File: src/rtl/wdog_tbsel.sv
module wdog_tbsel #(
  parameter int TB_W = 64,
  parameter int P_W  = 6,
  parameter int D_W  = 32
) (
  input  logic           clk,
  input  logic           rst_n,
  input  logic           por_n,
  input  logic           tb_en,
  input  logic           reg_wr,
  input  logic           reg_sel,
  input  logic [D_W-1:0] reg_wdata,
  output logic [D_W-1:0] reg_rdata,
  output logic [TB_W-1:0] tb_now,
  output logic           irq,
  output logic           rst_req,
  output logic [1:0]     rst_kind
);
  localparam logic [P_W-1:0] TOP_BIT = P_W'(TB_W - 1);

  logic [TB_W-1:0] tb_q, tb_nxt;
  logic [P_W-1:0]  per_q, bsel;
  logic [1:0]      rc_q, mrr_q;
  logic            ie_q, enw_q, wis_q, fire_q;
  logic            evt, clr_enw, clr_wis, enw_c, wis_c, fire;
  logic            wr_ctl, wr_sts;

  assign tb_nxt  = tb_q + TB_W'(1);
  assign bsel    = TOP_BIT - per_q;
  assign evt     = tb_en & tb_nxt[bsel] & ~tb_q[bsel];

  assign wr_ctl  = reg_wr & ~reg_sel;
  assign wr_sts  = reg_wr & reg_sel;
  assign clr_enw = wr_sts & reg_wdata[31];
  assign clr_wis = wr_sts & reg_wdata[30];
  assign enw_c   = enw_q & ~clr_enw;
  assign wis_c   = wis_q & ~clr_wis;
  assign fire    = evt & enw_c & wis_c & (rc_q != 2'b00);

  always_ff @(posedge clk or negedge rst_n) begin
    if (!rst_n) tb_q <= '0;
    else if (tb_en) tb_q <= tb_nxt;
  end

  always_ff @(posedge clk or negedge rst_n) begin
    if (!rst_n) begin
      per_q <= '0;
      ie_q  <= 1'b0;
      rc_q  <= 2'b00;
    end else if (wr_ctl) begin
      per_q <= {reg_wdata[20:17], reg_wdata[31:30]};
      ie_q  <= reg_wdata[26];
      if (rc_q == 2'b00) rc_q <= reg_wdata[29:28];
    end
  end

  always_ff @(posedge clk or negedge rst_n) begin
    if (!rst_n) begin
      enw_q  <= 1'b0;
      wis_q  <= 1'b0;
      fire_q <= 1'b0;
    end else begin
      fire_q <= fire;
      enw_q  <= enw_c | evt;
      wis_q  <= wis_c | (evt & enw_c);
    end
  end

  always_ff @(posedge clk or negedge por_n) begin
    if (!por_n) mrr_q <= 2'b00;
    else if (fire) mrr_q <= rc_q;
  end

  assign reg_rdata = reg_sel
    ? {enw_q, wis_q, mrr_q, 28'b0}
    : {per_q[1:0], rc_q, 1'b0, ie_q, 5'b0, per_q[5:2], 17'b0};
  assign tb_now   = tb_q;
  assign irq      = ie_q & wis_q;
  assign rst_req  = fire_q;
  assign rst_kind = mrr_q;
endmodule


File: config.mk
export PLATFORM = sky130hd
export DESIGN_NAME = wdog_tbsel
export DESIGN_NICKNAME = d
export VERILOG_FILES = /design/src/rtl/wdog_tbsel.sv
export SDC_FILE = /design/constraint.sdc
export NUM_CORES = 1
export LEC_CHECK = 0
export ABC_AREA = 1
export CORE_MARGIN = 2
export CORE_UTILIZATION = 35
export CTS_BUF_LIST = sky130_fd_sc_hd__clkbuf_8
export DETAILED_ROUTE_END_ITERATION = 10
export DONT_BUFFER_PORTS = 1
export MAX_ROUTING_LAYER = met4
export PLACE_DENSITY = 0.53
export SLEW_MARGIN = 20
export SYNTH_ARGS = -nofsm -noshare
export SYNTH_HDL_FRONTEND = slang
export SYNTH_SLANG_ARGS = --single-unit
File: constraint.sdc
create_clock -name clk -period 6.4 [get_ports clk]
set_input_delay 0.64 -clock clk [delete_from_list [all_inputs] [get_ports clk]]
set_output_delay 0.64 -clock clk [all_outputs]
set_load 0.1 [all_outputs]
* After elaboration in Yosys (flattened, before gate mapping)
Index checks and enable logic that the tools add are counted.
** Word-level totals
- Output and inout bits :: 100
- Input port bits :: 38
- Register bits :: 78
- Logic and storage cells :: 37
** Cells by class
- Reductions and logical operators :: 3
- Add/subtract/negate cells :: 2
- Bitwise operators :: 18
- Magnitude comparators :: 1
- Multiplexer cells :: 5
** Operators with widths (number)
- 64-bit by 1-bit adder with 64-bit output (second input constant) :: 1
- 32-bit two-way mux :: 1
- 1-bit AND :: 12
- 1-bit binary-select mux with 6-bit select :: 2
- 6-bit by 7-bit less-than comparator with 1-bit output (second input constant) :: 1
- 6-bit subtractor (first input constant) :: 1
- 1-bit NOT :: 4
- 2-bit logical NOT :: 1
- 1-bit two-way mux :: 2
- 1-bit OR :: 2
- 2-bit AND reduction :: 1
- 2-bit nonzero test :: 1

* Logic depth before layout (Yosys ltp)
Gate-level depths: netlist of the first run.
- Depth after elaboration :: 8
- Gate-level depth with buffers :: 19
- Gate-level depth less buffers :: 18

* Worst setup path before layout of the first run
Ideal clock, no wire load.
- Path kind :: register -> output
- From :: register per_q[1]
- To :: output reg_rdata[31]
- Stages on the path, launching flop included :: 6
- Required time :: 5.760 ns
- Arrival :: 3.197 ns
- Path slack :: 2.563 ns
- Path buffers :: 3
- Path through :: dfrtp_1 > clkbuf_1 > clkinv_1 > clkbuf_1 > buf_2 > o21ai_0
** Between the ends
- Longest elaborated chain between the ends :: 1
** RTL lines
- from (decl) :: line 22 : logic [P_W-1:0] per_q, bsel;
- from (signal assigned) :: line 51 : per_q <= {reg_wdata[20:17], reg_wdata[31:30]};
- 32-bit two-way mux :: line 75 : ? {enw_q, wis_q, mrr_q, 28'b0}
- to (decl) :: line 13 : output logic [D_W-1:0] reg_rdata,
No other way between the ends.

* Worst setup path in the final report of the first run
- From :: register per_q[2]
- To :: output reg_rdata[17]
Same word-level chain as after synthesis.

==> key figures, run 1 <==
Global routing
  – Vias in the first global route: 6516
  – GR Util All Layers: 26.28%
  – Met2 GRT Util: 42.54%
  – Largest net degree at the start of global routing: 118
  – Overflow after GRT: 0
  – GRT met1 Usage: 32.81%
  – Met3 Track Usage GR: 7.189%
  – Gr busiest metal: met2
  – Initial antenna violation count: 0
  – First-pass GRT wire length: 38750 um

STA
  – Unrepaired setup endpoints after global routing: no
  – Layout Skew: 0.01129 ns
  – Relative slew slack: 22.71%
  – Final Critical Period: 3.789 ns
  – Final period util: 59.20%
  – Final hold violation count: 0
  – Final setup fails: 0
  – Least-Margin Pin Slew: 1.159 ns
  – Max-slew violation count: 0
  – Setup TNS: 0 ns
  – Max Fclk: 263.9 MHz
  – Fin worst setup slack: 2.611 ns
  – Hold slack: 0.1490 ns

Place
  – Hpwl dp: 18950 um
  – Worst slack, placed: 2.762 ns
  – Number of port buffers: 0
  – Gpl congestion: 1.020

Clock network
  – Sinks on the clock net: 78
  – Reg clk slew, reported paths: 0.09 ns
  – # resized after CTS: 0
  – Clock latency on the worst-skew pair: 0.39 ns
  – Clock Path Buffers: 2
  – Clock root buffer: clkbuf_8
  – TritonCTS clock tree: yes
  – H-tree levels: 3
  – Cts bufs inserted: 9

Synthesis
  – Post-synth top flop: dfrtp_1
  – Syn Area/Cell: 6.241 um^2
  – Distinct cells, synth: 37
  – Top cell type's share of synthesized area: 29.45%
  – Top cells by area, synth: dfrtp_1, nand3_1, nand2_1
  – EDFF count, synth: 0
  – Yosys reg bits: 78
  – Post-synthesis cell count: 1062
  – Async set-reset flop share out of synthesis: 100.0%
  – Ys Warns: 0
  – Register area share after synthesis: 29.45%
  – Cell taking the most area after synthesis: dfrtp_1
  – Netlist Area Pre-Place: 6628 um^2

Floorplanning
  – I/O Pins: 138
  – Die height: 141.6 um
  – Core area: 18640 um^2
  – Row Count: 50
  – Starting Density: 35.55%
  – Overall die width: 141.6 um
  – Die area: 20050 um^2

Drt
  – Total Wirelength: 25590 um
  – Drt initial violations: 672
  – Via density: 5.646
  – DRC violations left: 0
  – Post-DRT Antenna Nets: 0
  – Vias: 7233
  – Drt wl/cell: 19.97 um
  – TritonRoute pass-1 iters: 5

Setup path
  – Worst Path Required: 5.76 ns
  – Worst Setup End Kind: primary output
  – Critical path class: flip-flop to primary output
  – Startpoint type of the worst setup path: flip-flop
  – CP arrival: 3.15 ns
  – Crit Path Max Fanout: 17

Finish
  – Most common cell after layout, fill and taps aside: nand2_1
  – Nets: 1081
  – Share of layout cells above drive strength 1: 9.074%
  – Leading cell types in the layout, fill and taps excluded: nand2_1, nand3_1, nor2_1
  – Final Core Density: 37.58%
  – Layout area overhead: 5.701%
  – Antenna Cells: 0

Outcome
  – Outcome: complete, no violations

Power and ir drop
  – Max IR drop VDD: 0.0003241 V
  – PD cells: 344.9 nW/um^2
  – Tot Pwr: 2416 uW
  – Pleak: 0.002857 uW

Job
  – Max-cap violations: 0

Hold path
  – Hold Crit Class: primary input to async pin
## power by group
group / internal (uW) / switching, uW / total (uW)
registers: 568 / 751 / 1320
logic: 176 / 503 / 679
clock network: 201 / 217 / 418
## state kept, by name, indices dropped and copies added (netlist names)
name / count
tb_now: 64
ie_q: 1
wis_q: 1
enw_q: 1
rst_req: 1
per_q: 6
rst_kind: 2
rc_q: 2
## critical path: stages, from the launching register on
cell      delay [ns]
dfrtp_1         0.91
clkinv_1        0.63
buf_4           0.38
nor2_2          0.83
## final timing paths
| check | from | to | slack [ns] | cells after the start |
|---|---|---|---|---|
| min in group clk | tb_en | tb_now[0] | 0.33 | 1 |
| min | rst_n | tb_now[36] | 0.15 | 1 |
| max | per_q[2] | reg_rdata[17] | 2.61 | 3 |
| max reg2reg | tb_now[16] | rst_kind[0] | 2.74 | 17 |
| max in group asynchronous | por_n | rst_kind[0] | 5.82 | 1 |
| min reg2reg | rc_q[0] | rc_q[0] | 0.55 | 2 |
## timing repair
action,in CTS,in global routing
hold buffers,2,0
buffers inserted,0,0
endpoints found under the hold margin,78,0
## cells by family after synthesis
kind of cell	share of synthesized area, %
other	0.05658
adder cells (fa/ha/maj)	0.1888
buffers and inverters	10.53
XOR/XNOR	1.057
flip-flops	29.45
AO/OA/AOI/OAI	13.71
AND/OR/NAND/NOR	45.01
## per-stage QoR
step	std cells	area (um^2)
after floorplan	1084	6710
after global placement	1263	6758
after detailed placement	1263	6758
after CTS	1281	7004
after global routing	1281	7005
final	1281	7005
## synth_stat cells (all sizes together), types with 6 or more instances
cell,n
clkbuf,25
nor2,151
o21ai,126
buf,40
nand2,256
nand4,30
a21oi,32
dfrtp,78
o211ai,7
inv,91
xor2,6
nand3,202
## cell type report
class / count / area [um^2]
fill: 2064 / 11640
multi-input combinational: 848 / 4088
sequential: 78 / 1954
inverter: 93 / 349.1
tap: 234 / 292.8
clock buffer: 11 / 151.4
timing repair buffer: 12 / 112.6
clock inverter: 5 / 57.56
## routing by layer
metal	vias to the layer above	wire length, um
met5	-	0
met4	0	560
met3	43	2105
met2	279	12240
met1	3449	10680
li1	3462	-
No activity file was read; power rests on OpenSTA's default activity.
==> run 2, diff against run 1 <==
Settings changed: PLACE_DENSITY 0.53 to 0.55.
Clock period 6.4 ns to 3.1 ns, I/O delays scaled along.
==> key figures, run 2 (synthesized netlist as in run 1, its figures left out) <==
Outcome
  – Outcome: complete, no violations

Setup path
  – Slowest stage delay, CP: 0.46 ns
  – Most frequent CP cell: nand3_1
  – Critical path class: flip-flop to flip-flop
  – Critical path's slowest cell: dfrtp_1
  – R2R depth: 16
  – Worst Path Required: 3.37 ns
  – CP Cell Sequence: ha_1 -> inv_2 -> nor2_4 -> nand3_2 -> inv_2 -> nand2_1 -> nand2_1 -> nand3_1 -> nand3_1 -> nand3_1 -> nand3_1 -> nand3_1 -> a21oi_1 -> nand4_1 -> nand2_1 -> nand2_1
  – Worst Setup SP: tb_now[0]
  – Startpoint type of the worst setup path: flip-flop
  – CP arrival: 3.10 ns
  – RR Startpoint: tb_now[0]
  – Worst Setup End Kind: flip-flop
  – Crit Path Max Fanout: 5

STA
  – Layout Skew: 0.01846 ns
  – Setup TNS: 0 ns
  – Relative slew slack: 27.78%
  – Final Critical Period: 2.823 ns
  – Max Fclk: 354.2 MHz
  – Final period util: 91.06%
  – Least-Margin Pin Slew: 1.083 ns
  – Max-slew violation count: 0
  – Final hold violation count: 0
  – Unrepaired setup endpoints after global routing: no
  – Final setup fails: 0
  – Fin worst setup slack: 0.2771 ns

Job
  – Max-cap violations: 0

Global routing
  – Largest net degree at the start of global routing: 117
  – First-pass GRT wire length: 39680 um
  – Initial antenna violation count: 0
  – Vias in the first global route: 6953
  – GR Util All Layers: 26.95%
  – Overflow after GRT: 0

Floorplanning
  – Die area: 20050 um^2
  – Row Count: 50
  – Starting Density: 35.55%
  – Core area: 18640 um^2
  – I/O Pins: 138
  – Overall die width: 141.6 um
  – Die height: 141.6 um

Drt
  – DRC violations left: 0
  – TritonRoute pass-1 iters: 5
  – Total Wirelength: 26010 um
  – Vias: 7478
  – Drt wl/cell: 19.05 um
  – Drt initial violations: 753
  – Via density: 5.478
  – Post-DRT Antenna Nets: 0

Finish
  – Most common cell after layout, fill and taps aside: nand2_1
  – Share of layout cells above drive strength 1: 15.65%
  – Final instance area: 7714 um^2
  – Layout area overhead: 16.39%
  – Max reg flops: 64
  – Antenna Cells: 0
  – Nets: 1165
  – Leading cell types in the layout, fill and taps excluded: nand2_1, nand3_1, nor2_1

Clock network
  – Sinks on the clock net: 78
  – Clock Path Buffers: 2
  – H-tree levels: 3
  – TritonCTS clock tree: yes
  – Post-CTS Setup Bufs: 0
  – Clock latency on the worst-skew pair: 0.39 ns
  – Cts bufs inserted: 9
  – Clock root buffer: clkbuf_8
  – Reg clk slew, reported paths: 0.10 ns

Power and ir drop
  – Combinational Power Share: 54.5%
  – Sw Share: 56.45%
  – Tot Pwr: 5501 uW
  – Clock share of power: 18.8%
  – P_int: 2395 uW
  – Pleak: 0.003329 uW
  – Sequential share of power: 26.7%
  – PD cells: 713.1 nW/um^2
  – Max IR drop VDD: 0.0006080 V
  – P_sw: 3105 uW

Place
  – Gpl congestion: 0.9935
  – Hpwl dp: 19870 um
  – Worst slack, placed: 0.3204 ns
  – Number of port buffers: 0
  – DP Area: 7398 um^2

Hold path
  – Worst Hold Depth: 1
  – Hold Crit Class: primary input to flip-flop
  – Min-delay src: tb_en
run 2: cell types whose count changed in the layout (fill, tap and decap cells not counted), sizes merged:
cell | before | now
clkinvlp | 3 | 0
dlygate4sd3 | 1 | 3
bufinv | 1 | 3
inv | 91 | 92
buf | 11 | 93
run 2: final timing paths:
| check | endpoint | slack, ns |
|---|---|---|
| setup / recovery | rst_kind[1] | 0.28 |
| hold / removal | tb_now[1] | 0.02 |
| hold reg to reg | rc_q[1] | 0.54 |
| setup reg to reg | rst_kind[1] | 0.28 |
| min in group asynchronous | rst_kind[0] | 0.15 |
| max in group asynchronous | per_q[4] | 2.18 |
run 2: worst max-delay path: cells and delay by family, from the launching register on:
kind | cells | cell delay [ns]
DFF | 1 | 0.46
AOI/OAI and AO/OA | 1 | 0.18
and+or+nand+nor | 12 | 1.46
adders and majority gates | 1 | 0.36
buffers and inverters | 2 | 0.23
run 2: area by class of cell:
type	count	area (um^2)
Tap cell	234	292.8
Clock inverter	5	103.9
Fill cell	2057	10930
Multi-Input combinational cell	848	4090
Timing Repair Buffer	96	773.2
Inverter	93	349.1
Sequential cell	78	1953
Clock buffer	11	151.4
run 2: power by group through the flow:
| stage | Combinational, uW | Clock (uW) | Sequential (uW) |
|---|---|---|---|
| after floorplan | 1130 | 0 | 2640 |
| after global placement | 2950 | 0 | 1480 |
| after detailed placement | 2960 | 0 | 1490 |
| after CTS | 3000 | 1050 | 1470 |
| after global routing | 3170 | 1090 | 1490 |
| final | 3000 | 1030 | 1470 |
run 2: metrics by stage:
| stage | utilization (%) | cells | hold slack, ns |
|---|---|---|---|
| 3_3_place_gp | 39.68 | 1345 | 0.01446 |
| 5_1_grt | 41.38 | 1365 | 0.01661 |
| 6_report | 41.38 | 1365 | 0.02050 |
| 2_1_floorplan | - | 1084 | 0.01441 |
| 3_5_place_dp | 39.68 | 1345 | 0.01445 |
| 4_1_cts | 41.36 | 1365 | 0.0007931 |
run 2: timing repair:
item	in CTS	in global routing
gates resized for setup	0	1
hold endpoints to repair	80	0
setup endpoints to repair	0	3
hold buffers	4	0
run 2: layer usage:
layer  routed length (um)  GRT usage (%)  part of all wire [%]
met1                11260          34.60                    43
met2                11950          41.85                    46
met3                 1671          4.219                   6.4
met4                 1122          12.58                   4.3
met5                    0              -                     0
==> run 3, diff against run 2 <==
Settings changed: PLACE_DENSITY 0.55 to 0.61.
==> key figures, run 3 (synthesized netlist as in run 1, its figures left out) <==
Setup path
  – Startpoint type of the worst setup path: flip-flop
  – CP Cell Sequence: ha_1 -> inv_2 -> nor2_4 -> nand3_2 -> nor2_1 -> nand3_1 -> nand2_1 -> nand3_1 -> nand3_1 -> nand3_1 -> nand3_1 -> nand2_1 -> nor2_2 -> nor2_2 -> nor2_2 -> nand4_1 -> nand2_1
  – Critical path class: flip-flop to flip-flop
  – Critical path's slowest cell: dfrtp_1
  – Levels on crit path: 17
  – Worst Path Required: 3.44 ns
  – Reg2Reg Capture Point: rst_kind[0]
  – Worst setup path end: rst_kind[0]
  – Buf+Inv Stages, Crit Path: 1
  – CP top delay family: simple AND/OR/NAND/NOR gates
  – Crit Path Max Fanout: 5
  – R2R depth: 17
  – Most frequent CP cell: nand3_1
  – Worst Setup SP: tb_now[0]
  – RR Startpoint: tb_now[0]
  – CP arrival: 3.15 ns
  – R2R Setup Slk: 0.29 ns
  – Slowest stage delay, CP: 0.45 ns
  – Worst Setup End Kind: flip-flop

Floorplanning
  – Row Count: 50
  – I/O Pins: 138
  – Starting Density: 35.55%
  – Die height: 141.6 um
  – Overall die width: 141.6 um
  – Core area: 18640 um^2
  – Die area: 20050 um^2

Place
  – Number of port buffers: 0
  – Hpwl dp: 19240 um
  – DP Area: 7356 um^2
  – DP Cell Count: 1336
  – Gpl congestion: 1.027

Finish
  – Most common cell after layout, fill and taps aside: nand2_1
  – FILL cells: 2009
  – Final Core Density: 40.83%
  – Layout area overhead: 14.86%
  – Share of layout cells above drive strength 1: 14.87%
  – Antenna Cells: 0
  – Final instance area: 7612 um^2
  – Nets: 1157
  – Leading cell types in the layout, fill and taps excluded: nand2_1, nand3_1, nor2_1
  – Finished Layout Cells: 1357
  – Max reg flops: 64

Power and ir drop
  – P_int: 2126 uW
  – PD cells: 688.1 nW/um^2
  – P_sw: 3112 uW
  – Max IR drop VDD: 0.0005792 V
  – Clock share of power: 15.0%
  – Sequential share of power: 28.3%
  – Combinational Power Share: 56.6%
  – Sw Share: 59.41%
  – Pleak: 0.003257 uW

Clock network
  – Clock Path Buffers: 2
  – Clock root buffer: clkbuf_8
  – Cts bufs inserted: 9
  – Reg clk slew, reported paths: 0.09 ns
  – Clock latency on the worst-skew pair: 0.40 ns
  – H-tree levels: 3
  – TritonCTS clock tree: yes
  – Sinks on the clock net: 78
  – Post-CTS Setup Bufs: 0

Drt
  – Post-DRT Antenna Nets: 0
  – Via density: 5.548
  – Vias: 7529
  – TritonRoute pass-1 iters: 5
  – Total Wirelength: 25380 um
  – DRC violations left: 0
  – Drt initial violations: 724
  – Drt wl/cell: 18.70 um

STA
  – Final period util: 90.60%
  – Setup TNS: 0 ns
  – Max Fclk: 356.0 MHz
  – Layout Skew: 0.01204 ns
  – Relative slew slack: 27.77%
  – Unrepaired setup endpoints after global routing: no
  – Max-slew violation count: 0
  – Least-Margin Pin Slew: 1.083 ns
  – Final hold violation count: 0
  – Final setup fails: 0
  – Final Critical Period: 2.809 ns

Outcome
  – Outcome: complete, no violations

Hold path
  – Hold Crit Class: primary input to flip-flop

Global routing
  – First-pass GRT wire length: 38860 um
  – Overflow after GRT: 0
  – Gr busiest metal: met2
  – GR Util All Layers: 26.24%
  – Met3 Track Usage GR: 5.265%
  – Initial antenna violation count: 0
  – Met2 GRT Util: 42.05%
  – Largest net degree at the start of global routing: 112
  – GRT met1 Usage: 32.86%
  – Vias in the first global route: 6965

Job
  – Max-cap violations: 0
==> run 3: final cells by class <==
cell class	count	area, um^2	share of cell area [%]
Multi-Input combinational cell	848	4093	53.76
Sequential cell	78	1953	25.66
Timing Repair Buffer	88	740.7	9.730
Inverter	93	349.1	4.586
Tap cell	234	292.8	3.846
Clock buffer	10	137.6	1.808
Clock inverter	6	46.29	0.6082
==> run 3: what timing repair did <==
action	4_1_cts	5_1_grt
gates resized for setup	0	1
hold buffers	5	0
endpoints found under the hold margin	84	0
setup endpoints to repair	0	1
==> run 3: how the worst min path moves through the flow <==
| stage | endpoint | depth (start not counted) | slack [ns] | from |
|---|---|---|---|---|
| finish | tb_now[1] | 1 | 0.03 | tb_en |
| global placement | rst_kind[0] | 0 | 0.01 | por_n |
| detailed placement | rst_kind[0] | 0 | 0.01 | por_n |
| floorplan | enw_q | 0 | 0.01 | rst_n |
| CTS | tb_now[34] | 1 | 0.0002 | tb_en |
| global route | tb_now[1] | 1 | 0.02 | tb_en |
==> run 3: per-stage QoR <==
stage          setup WS [ns]  power [uW]  hold slack [ns]
6_report              0.2913        5238          0.03373
5_1_grt              0.04603        5493          0.02010
4_1_cts               0.3600        5257        0.0002137
3_5_place_dp          0.3821        4428          0.01445
3_3_place_gp          0.3908        4406          0.01445
2_1_floorplan        0.08573        3775          0.01441
==> run 3: power groups by stage <==
stage / registers, uW / logic [uW] / clock network [uW]
2_1_floorplan: 2640 / 1130 / 0
3_3_place_gp: 1500 / 2910 / 0
3_5_place_dp: 1500 / 2930 / 0
4_1_cts: 1480 / 2970 / 809
5_1_grt: 1510 / 3130 / 848
6_report: 1480 / 2970 / 787
==> run 3: layer usage <==
metal	vias to the layer above	wire length, um
met2	315	11890
li1	3628	-
met1	3537	10660
met5	-	0
met4	0	849
met3	49	1978
